### src/rtl/dram_cmd_pkg.sv
package dram_cmd_pkg;

  typedef enum logic [1:0] {
    PWR_AWAKE    = 2'd0,
    PWR_PDN_PRE  = 2'd1,
    PWR_PDN_ACT  = 2'd2,
    PWR_SELF_REF = 2'd3
  } pwrT;

  typedef enum logic [2:0] {
    KIND_NONE  = 3'd0,
    KIND_ACT   = 3'd1,
    KIND_READ  = 3'd2,
    KIND_WRITE = 3'd3,
    KIND_PRE   = 3'd4,
    KIND_REF   = 3'd5,
    KIND_MRS   = 3'd6
  } kindT;

  // strobes from control to datapath, at most one set per cycle
  typedef struct packed {
    logic act;
    logic rd;
    logic wr;
    logic pre;
    logic refr;
    logic mrs;
  } strobeT;

  // address bits whose meaning the decoder depends on
  localparam int AP_BIT = 10;
  localparam int BC_BIT = 12;

endpackage

### src/rtl/dram_cmd_ctrl.sv
module dram_cmd_ctrl
  import dram_cmd_pkg::*;
#(
  parameter int BANKS      = 8,
  parameter int BURST_CLKS = 4
) (
  input  logic                       clk,
  input  logic                       rstN,
  input  logic                       cke,
  input  logic                       csN,
  input  logic                       rasN,
  input  logic                       casN,
  input  logic                       weN,
  input  logic [$clog2(BANKS)-1:0]   ba,
  input  logic                       chopBit,
  input  logic [BANKS-1:0]           bankOpen,
  output strobeT                     strobe,
  output pwrT                        pwrState,
  output logic                       protoErr,
  output logic                       ckeErr
);

  localparam int CNT_W = $clog2(BURST_CLKS + 1);

  pwrT              stateQ, stateD;
  logic [CNT_W-1:0] burstQ;
  logic [2:0]       code;
  logic             live, openHit, anyOpen;
  logic             isAct, isRw, isPre, isRef, isMrs;
  logic             badCmd, ckeDrop;

  assign code    = {rasN, casN, weN};
  assign live    = (stateQ == PWR_AWAKE) && cke && !csN;
  assign openHit = bankOpen[ba];
  assign anyOpen = |bankOpen;

  assign isAct = (code == 3'b011);
  assign isRw  = rasN && !casN;
  assign isPre = (code == 3'b010);
  assign isRef = (code == 3'b001);
  assign isMrs = (code == 3'b000);

  always_comb begin
    strobe      = '0;
    strobe.act  = live && isAct && !openHit;
    strobe.rd   = live && isRw && weN && openHit;
    strobe.wr   = live && isRw && !weN && openHit;
    strobe.pre  = live && isPre;
    strobe.refr = live && isRef;
    strobe.mrs  = live && isMrs;
  end

  assign badCmd  = live && ((isAct && openHit) || (isRw && !openHit));
  assign ckeDrop = (stateQ == PWR_AWAKE) && !cke;

  always_comb begin
    stateD = stateQ;
    unique case (stateQ)
      PWR_AWAKE: begin
        if (!cke) begin
          if (!csN && isRef && !anyOpen) stateD = PWR_SELF_REF;
          else if (anyOpen)              stateD = PWR_PDN_ACT;
          else                           stateD = PWR_PDN_PRE;
        end
      end
      default: begin
        if (cke) stateD = PWR_AWAKE;
      end
    endcase
  end

  always_ff @(posedge clk or negedge rstN) begin
    if (!rstN) begin
      stateQ   <= PWR_AWAKE;
      burstQ   <= '0;
      protoErr <= 1'b0;
      ckeErr   <= 1'b0;
    end else begin
      stateQ   <= stateD;
      protoErr <= badCmd;
      ckeErr   <= ckeDrop && (burstQ != '0);
      if (strobe.rd || strobe.wr)
        burstQ <= chopBit ? CNT_W'(BURST_CLKS) : CNT_W'(BURST_CLKS / 2);
      else if (burstQ != '0)
        burstQ <= burstQ - CNT_W'(1);
    end
  end

  // self-refresh exit seen as soon as clock enable rises
  assign pwrState = ((stateQ == PWR_SELF_REF) && cke) ? PWR_AWAKE : stateQ;

endmodule

### src/rtl/dram_cmd_path.sv
module dram_cmd_path
  import dram_cmd_pkg::*;
#(
  parameter int BANKS  = 8,
  parameter int ADDR_W = 14
) (
  input  logic                       clk,
  input  logic                       rstN,
  input  strobeT                     strobe,
  input  logic [$clog2(BANKS)-1:0]   ba,
  input  logic [ADDR_W-1:0]          addr,
  output logic                       cmdValid,
  output logic [2:0]                 cmdKind,
  output logic [$clog2(BANKS)-1:0]   cmdBank,
  output logic [ADDR_W-1:0]          cmdAddr,
  output logic                       burstChop,
  output logic                       autoPre,
  output logic [$clog2(BANKS)-1:0]   mrIndex,
  output logic [ADDR_W-1:0]          mrOpcode,
  output logic [BANKS-1:0]           bankOpen
);

  localparam int BA_W = $clog2(BANKS);

  kindT              kindD;
  logic [BA_W-1:0]   bankD, mrIdxD;
  logic [ADDR_W-1:0] addrD, mrOpD, col;
  logic              chopD, apD, rwHit;

  assign rwHit = strobe.rd || strobe.wr;

  always_comb begin
    col = '0;
    col[AP_BIT:0] = {addr[AP_BIT+1], addr[AP_BIT-1:0]};
    kindD  = KIND_NONE;
    bankD  = '0;
    addrD  = '0;
    chopD  = 1'b0;
    apD    = 1'b0;
    mrIdxD = '0;
    mrOpD  = '0;
    if (strobe.act) begin
      kindD = KIND_ACT;
      bankD = ba;
      addrD = addr;
    end else if (rwHit) begin
      kindD = strobe.rd ? KIND_READ : KIND_WRITE;
      bankD = ba;
      addrD = col;
      chopD = !addr[BC_BIT];
      apD   = addr[AP_BIT];
    end else if (strobe.pre) begin
      kindD = KIND_PRE;
      bankD = ba;
      apD   = addr[AP_BIT];
    end else if (strobe.refr) begin
      kindD = KIND_REF;
    end else if (strobe.mrs) begin
      kindD  = KIND_MRS;
      mrIdxD = ba;
      mrOpD  = addr;
    end
  end

  always_ff @(posedge clk or negedge rstN) begin
    if (!rstN) begin
      cmdValid  <= 1'b0;
      cmdKind   <= 3'd0;
      cmdBank   <= '0;
      cmdAddr   <= '0;
      burstChop <= 1'b0;
      autoPre   <= 1'b0;
      mrIndex   <= '0;
      mrOpcode  <= '0;
    end else begin
      cmdValid  <= (kindD != KIND_NONE);
      cmdKind   <= kindD;
      cmdBank   <= bankD;
      cmdAddr   <= addrD;
      burstChop <= chopD;
      autoPre   <= apD;
      mrIndex   <= mrIdxD;
      mrOpcode  <= mrOpD;
    end
  end

  for (genvar g = 0; g < BANKS; g++) begin : g_bank
    logic hit, openBit;
    assign hit = (ba == BA_W'(g));
    always_ff @(posedge clk or negedge rstN) begin
      if (!rstN)
        openBit <= 1'b0;
      else if (strobe.act && hit)
        openBit <= 1'b1;
      else if (strobe.pre && (addr[AP_BIT] || hit))
        openBit <= 1'b0;
      else if (rwHit && addr[AP_BIT] && hit)
        openBit <= 1'b0;
    end
    assign bankOpen[g] = openBit;
  end

endmodule

### src/rtl/dram_cmd_tracker.sv
module dram_cmd_tracker
  import dram_cmd_pkg::*;
#(
  parameter int BANKS      = 8,
  parameter int ADDR_W     = 14,
  parameter int BURST_CLKS = 4
) (
  input  logic                       clk,
  input  logic                       rstN,
  input  logic                       cke,
  input  logic                       csN,
  input  logic                       rasN,
  input  logic                       casN,
  input  logic                       weN,
  input  logic [$clog2(BANKS)-1:0]   ba,
  input  logic [ADDR_W-1:0]          addr,
  output logic                       cmdValid,
  output logic [2:0]                 cmdKind,
  output logic [$clog2(BANKS)-1:0]   cmdBank,
  output logic [ADDR_W-1:0]          cmdAddr,
  output logic                       burstChop,
  output logic                       autoPre,
  output logic [$clog2(BANKS)-1:0]   mrIndex,
  output logic [ADDR_W-1:0]          mrOpcode,
  output logic [BANKS-1:0]           bankOpen,
  output logic [1:0]                 pwrState,
  output logic                       protoErr,
  output logic                       ckeErr
);

  localparam int BA_W = $clog2(BANKS);

  strobeT strobe;
  pwrT    pwrInt;

  dram_cmd_ctrl #(.BANKS(BANKS), .BURST_CLKS(BURST_CLKS)) i_ctrl (
    .clk(clk), .rstN(rstN), .cke(cke), .csN(csN),
    .rasN(rasN), .casN(casN), .weN(weN), .ba(ba),
    .chopBit(addr[BC_BIT]), .bankOpen(bankOpen),
    .strobe(strobe), .pwrState(pwrInt),
    .protoErr(protoErr), .ckeErr(ckeErr)
  );

  dram_cmd_path #(.BANKS(BANKS), .ADDR_W(ADDR_W)) i_path (
    .clk(clk), .rstN(rstN), .strobe(strobe), .ba(ba), .addr(addr),
    .cmdValid(cmdValid), .cmdKind(cmdKind), .cmdBank(cmdBank),
    .cmdAddr(cmdAddr), .burstChop(burstChop), .autoPre(autoPre),
    .mrIndex(mrIndex), .mrOpcode(mrOpcode), .bankOpen(bankOpen)
  );

  assign pwrState = pwrInt;

endmodule

### config.mk
export PLATFORM = sky130hd
export DESIGN_NAME = dram_cmd_tracker
export DESIGN_NICKNAME = d
export VERILOG_FILES = /design/src/rtl/dram_cmd_pkg.sv /design/src/rtl/dram_cmd_ctrl.sv /design/src/rtl/dram_cmd_path.sv /design/src/rtl/dram_cmd_tracker.sv
export SDC_FILE = /design/constraint.sdc
export NUM_CORES = 1
export LEC_CHECK = 0
export BUFFER_PORTS_ARGS = -buffer_cell sky130_fd_sc_hd__buf_4
export CAP_MARGIN = 15
export CORE_MARGIN = 3
export CORE_UTILIZATION = 35
export CTS_BUF_LIST = sky130_fd_sc_hd__clkbuf_8
export DETAILED_ROUTE_END_ITERATION = 8
export PLACE_DENSITY_LB_ADDON = 0.3
export SYNTH_ARGS = -nofsm -noshare
export SYNTH_HDL_FRONTEND = slang
export SYNTH_SLANG_ARGS = --single-unit
### constraint.sdc
create_clock -name clk -period 2.55 [get_ports clk]
set_clock_uncertainty 0.15 [all_clocks]
set_input_delay 0.255 -clock clk [delete_from_list [all_inputs] [get_ports clk]]
set_output_delay 0.255 -clock clk [all_outputs]
set_load 0.03 [all_outputs]
==> run_results.csv <==
group,metric,value,unit
critical_path,rrSetupSlack,0.34,ns
sta,worst_pin_slew,0.882,ns
sta,final-max-slew-violation-count,0,
yosys,synth_seq_area_share,51.4,%
sta,final_setup_violation_count,0,
clock_network,clkTransAtPathRegs,0.09,ns
die,effective_utilization_at_floorplan,36.5,%
outcome,run_status,"finished clean",
yosys,postSynthNetCount,274,
place,number_of_port_buffers,75,
global_routing,grt_overflow_total,0,
die,number_of_placed_i_o_pins,76,
sta,rsz_0062_raised_after_global_routing,"false",
global_routing,grt_pass1_wl,10000,um
power_and_ir_drop,power_density,767,mW/mm^2
die,die_width,93.5,um
critical_path,required_time_of_the_critical_path,2.61,ns
finish,area_growth,25.7,%
clock_network,cts_inserted_buffers,5,
place,placed_cells_incl_taps,401,
yosys,yosys_most_used_dff,"sky130_fd_sc_hd__dfrtp_1",
sta,hold_viol,0,
finish,final_design_area_excluding_fillers,0.00336,mm^2
min_path,hp-class,"in -> reg",
detailed_routing,drt_wl_total,6200,um
power_and_ir_drop,power.total,2.58,mW
place,gp_congestion,0.815,
clock_network,cts-root-to-sink-buffers,2,
finish,final_cell_count_no_fill,410,
yosys,syn_area,0.00268,mm^2
yosys,async_sr_flop_fraction,100,%
flow_run,max_cap_violations,0,
yosys,ys_ff_latch,55,
power_and_ir_drop,leakagePower,1.70,nW
place,post_dp_cell_area,0.00324,mm^2
sta,summed_negative_setup_slack_over_all_endpoints,0,ns
critical_path,timing.critical_path.cells,"nor2_1 > ha_1 > nand2b_1 > nor2_4 > o21ai_1 > a21boi_0",
critical_path,cp-end-kind,"register",
detailed_routing,remaining_drc_errors,0,
die,dieArea,0.00874,mm^2
finish,share_of_post_route_cells_with_drive_strength_above_1,32.8,%
critical_path,critical-path-max-stage-delay,0.42,ns
yosys,post_synth_num_cell_types,47,
detailed_routing,wire_per_inst,15.1,um
global_routing,grt_use_total,14.6,%
clock_network,cts_root_buffer,"sky130_fd_sc_hd__clkbuf_8",
critical_path,timing.critical_path.slowest_stage_cell,"sky130_fd_sc_hd__dfrtp_1",
critical_path,worst_setup_path_start_kind,"register",
place,detailed_place_hpwl,4530,um
critical_path,critical_path.max_fanout,13,
yosys,synth_enable_flop_cells,0,
detailed_routing,drtIter0Drc,99,
finish,diodes,0,
detailed_routing,postRouteAntennaNets,0,
detailed_routing,detailroute.via_count,2122,
sta,max_slew_margin,40.8,%
sta,final.period_utilization,86.8,%
sta,fmaxAchievable,0.452,GHz
die,design.core.area,0.00733,mm^2
clock_network,clk-insertion-delay-late,0.30,ns
clock_network,cts-htree-levels,2,
critical_path,criticalPathCategory,"reg -> reg",
global_routing,via_count_of_the_first_global_routing_pass,1992,
critical_path,arrival,2.27,ns
die,floorplan.rows,31,
clock_network,tritoncts,"built",
die,dieHeight,93.5,um
detailed_routing,detail_route.vias_per_cell,5.18,
detailed_routing,initial_drt_pass_iterations,4,
power_and_ir_drop,power.ir.vdd_worst,0.375,mV
finish,final_net_count,339,
yosys,total_number_of_yosys_warnings,0,
yosys,postSynthCellCount,246,
clock_network,cts_resized,0,
yosys,synth_area_per_cell,10.9,um^2
global_routing,antenna_found_initial,0,
clock_network,clock_sinks,55,
sta,post-route-min-period,2.21,ns
finish,post-route-util,45.9,%
global_routing,largest_net_degree_at_the_start_of_global_routing,56,
routing by layer:
| metal | track usage, % | vias to the layer above | wire length, um |
|---|---|---|---|
| met4 | 4.15 | 0 | 61 |
| li1 | - | 1007 | - |
| met3 | 2.90 | 4 | 552 |
| met2 | 23.1 | 91 | 2920 |
| met5 | 0 | - | 0 |
| met1 | 20.2 | 1020 | 2660 |
Yosys cell counts (all sizes together) (4+ instances only):
master | number | area share [%]
ha | 4 | 1.9
nor4 | 4 | 0.93
clkbuf | 7 | 0.98
mux2 | 5 | 2.5
inv | 15 | 2.1
nor2 | 7 | 1.3
nor3 | 4 | 0.75
nor3b | 4 | 1.1
nand2b | 6 | 1.4
nand2 | 11 | 1.5
o21ai | 4 | 0.75
o31ai | 8 | 2.2
nand3 | 10 | 2.1
o22ai | 6 | 1.9
a21boi | 12 | 3.4
and3 | 19 | 4.4
a21oi | 10 | 1.9
buf | 19 | 5.7
dfrtp | 55 | 51
o211ai | 14 | 4.3
worst max-delay path: cells and delay by family, from the launching register on:
family                     cells  cell delay (ns)
DFF                            1             0.42
AOI/OAI and AO/OA              2             0.67
and+or+nand+nor                3             0.67
adders and majority gates      1             0.20
repair_timing:
item | CTS | global route
hold buffers | 2 | 0
buffers inserted | 0 | 0
hold endpoints to repair | 56 | 0
flip-flops by register name, indices dropped and copies added (netlist names), 2 cells and up:
register,count
i_path.cmdAddr,14
i_path.mrOpcode,14
i_path.g_bank.openBit,8
i_ctrl.burstQ,3
i_path.cmdBank,3
i_path.cmdKind,3
i_path.mrIndex,3
i_ctrl.stateQ,2
through the flow:
stage | setup slack (ns) | hold slack (ns)
after CTS | 0.348 | 0.0379
after global routing | 0.120 | 0.0397
after detailed placement | 0.365 | 0.187
after global placement | 0.495 | 0.181
final | 0.337 | 0.0515
after floorplan | 0.763 | -0.191
power by group:
part	internal, mW	total, mW	switching [mW]
clock	0.287	0.548	0.261
combinational	0.377	0.932	0.555
sequential	0.994	1.10	0.106
area by class of cell:
cell class,count,area [um^2]
Tap cell,99,124
Clock buffer,5,68.8
Fill cell,679,3970
Clock inverter,2,37.5
Inverter,15,56.3
Sequential cell,55,1380
Multi-Input combinational cell,150,1070
Timing Repair Buffer,84,636
cells in the final DEF, fill, tap and decap left out, types with 2 or more instances in the layout:
master | Yosys | routed
sky130_fd_sc_hd__mux2i_1 | 2 | 2
sky130_fd_sc_hd__o22ai_2 | 2 | 2
sky130_fd_sc_hd__nor3_1 | 4 | 4
sky130_fd_sc_hd__buf_4 | 9 | 82
sky130_fd_sc_hd__nand2b_1 | 6 | 6
sky130_fd_sc_hd__nor2b_1 | 2 | 2
sky130_fd_sc_hd__dlygate4sd3_1 | 0 | 2
sky130_fd_sc_hd__o22ai_1 | 4 | 4
sky130_fd_sc_hd__a21boi_0 | 11 | 11
sky130_fd_sc_hd__clkbuf_8 | 0 | 5
sky130_fd_sc_hd__mux2_4 | 3 | 3
sky130_fd_sc_hd__o22a_1 | 2 | 2
sky130_fd_sc_hd__and3b_1 | 3 | 3
sky130_fd_sc_hd__ha_1 | 4 | 4
sky130_fd_sc_hd__nand3_1 | 9 | 9
sky130_fd_sc_hd__dfrtp_1 | 55 | 55
sky130_fd_sc_hd__o211ai_2 | 2 | 2
sky130_fd_sc_hd__nand2_1 | 11 | 11
sky130_fd_sc_hd__o31ai_1 | 8 | 8
sky130_fd_sc_hd__a21oi_1 | 10 | 10
sky130_fd_sc_hd__and3_1 | 19 | 19
sky130_fd_sc_hd__nor3b_1 | 4 | 4
sky130_fd_sc_hd__o21ai_1 | 4 | 4
sky130_fd_sc_hd__nor4_1 | 4 | 4
sky130_fd_sc_hd__inv_1 | 15 | 15
sky130_fd_sc_hd__nor2_1 | 6 | 6
sky130_fd_sc_hd__o211ai_1 | 12 | 12
kinds of logic after synthesis:
family / Yosys count / share of synthesized area (%)
adder cells (fa/ha/maj): 4 / 1.87
XOR/XNOR: 1 / 0.327
flip-flops: 55 / 51.4
AO/OA/AOI/OAI: 63 / 17.3
buffers and inverters: 41 / 8.78
multiplexers: 7 / 3.27
AND/OR/NAND/NOR: 75 / 17.1
worst paths after layout:
check | startpoint | endpoint | depth (start not counted)
max in group asynchronous | rstN | i_path.g_bank[4].openBit$_DFFE_PN0P_ | 2
worst min-delay path | addr[13] | i_path.cmdAddr[13]$_DFF_PN0_ | 2
worst max-delay path | i_ctrl.stateQ[1]$_DFFE_PN0P_ | i_path.cmdAddr[2]$_DFF_PN0_ | 6
worst min register to register | i_path.g_bank[0].openBit$_DFFE_PN0P_ | i_path.g_bank[0].openBit$_DFFE_PN0P_ | 2
min in group asynchronous | rstN | i_path.cmdAddr[3]$_DFF_PN0_ | 2
worst max register to register | i_ctrl.stateQ[1]$_DFFE_PN0P_ | i_path.cmdAddr[2]$_DFF_PN0_ | 6
(Power assumes the default switching activity.)
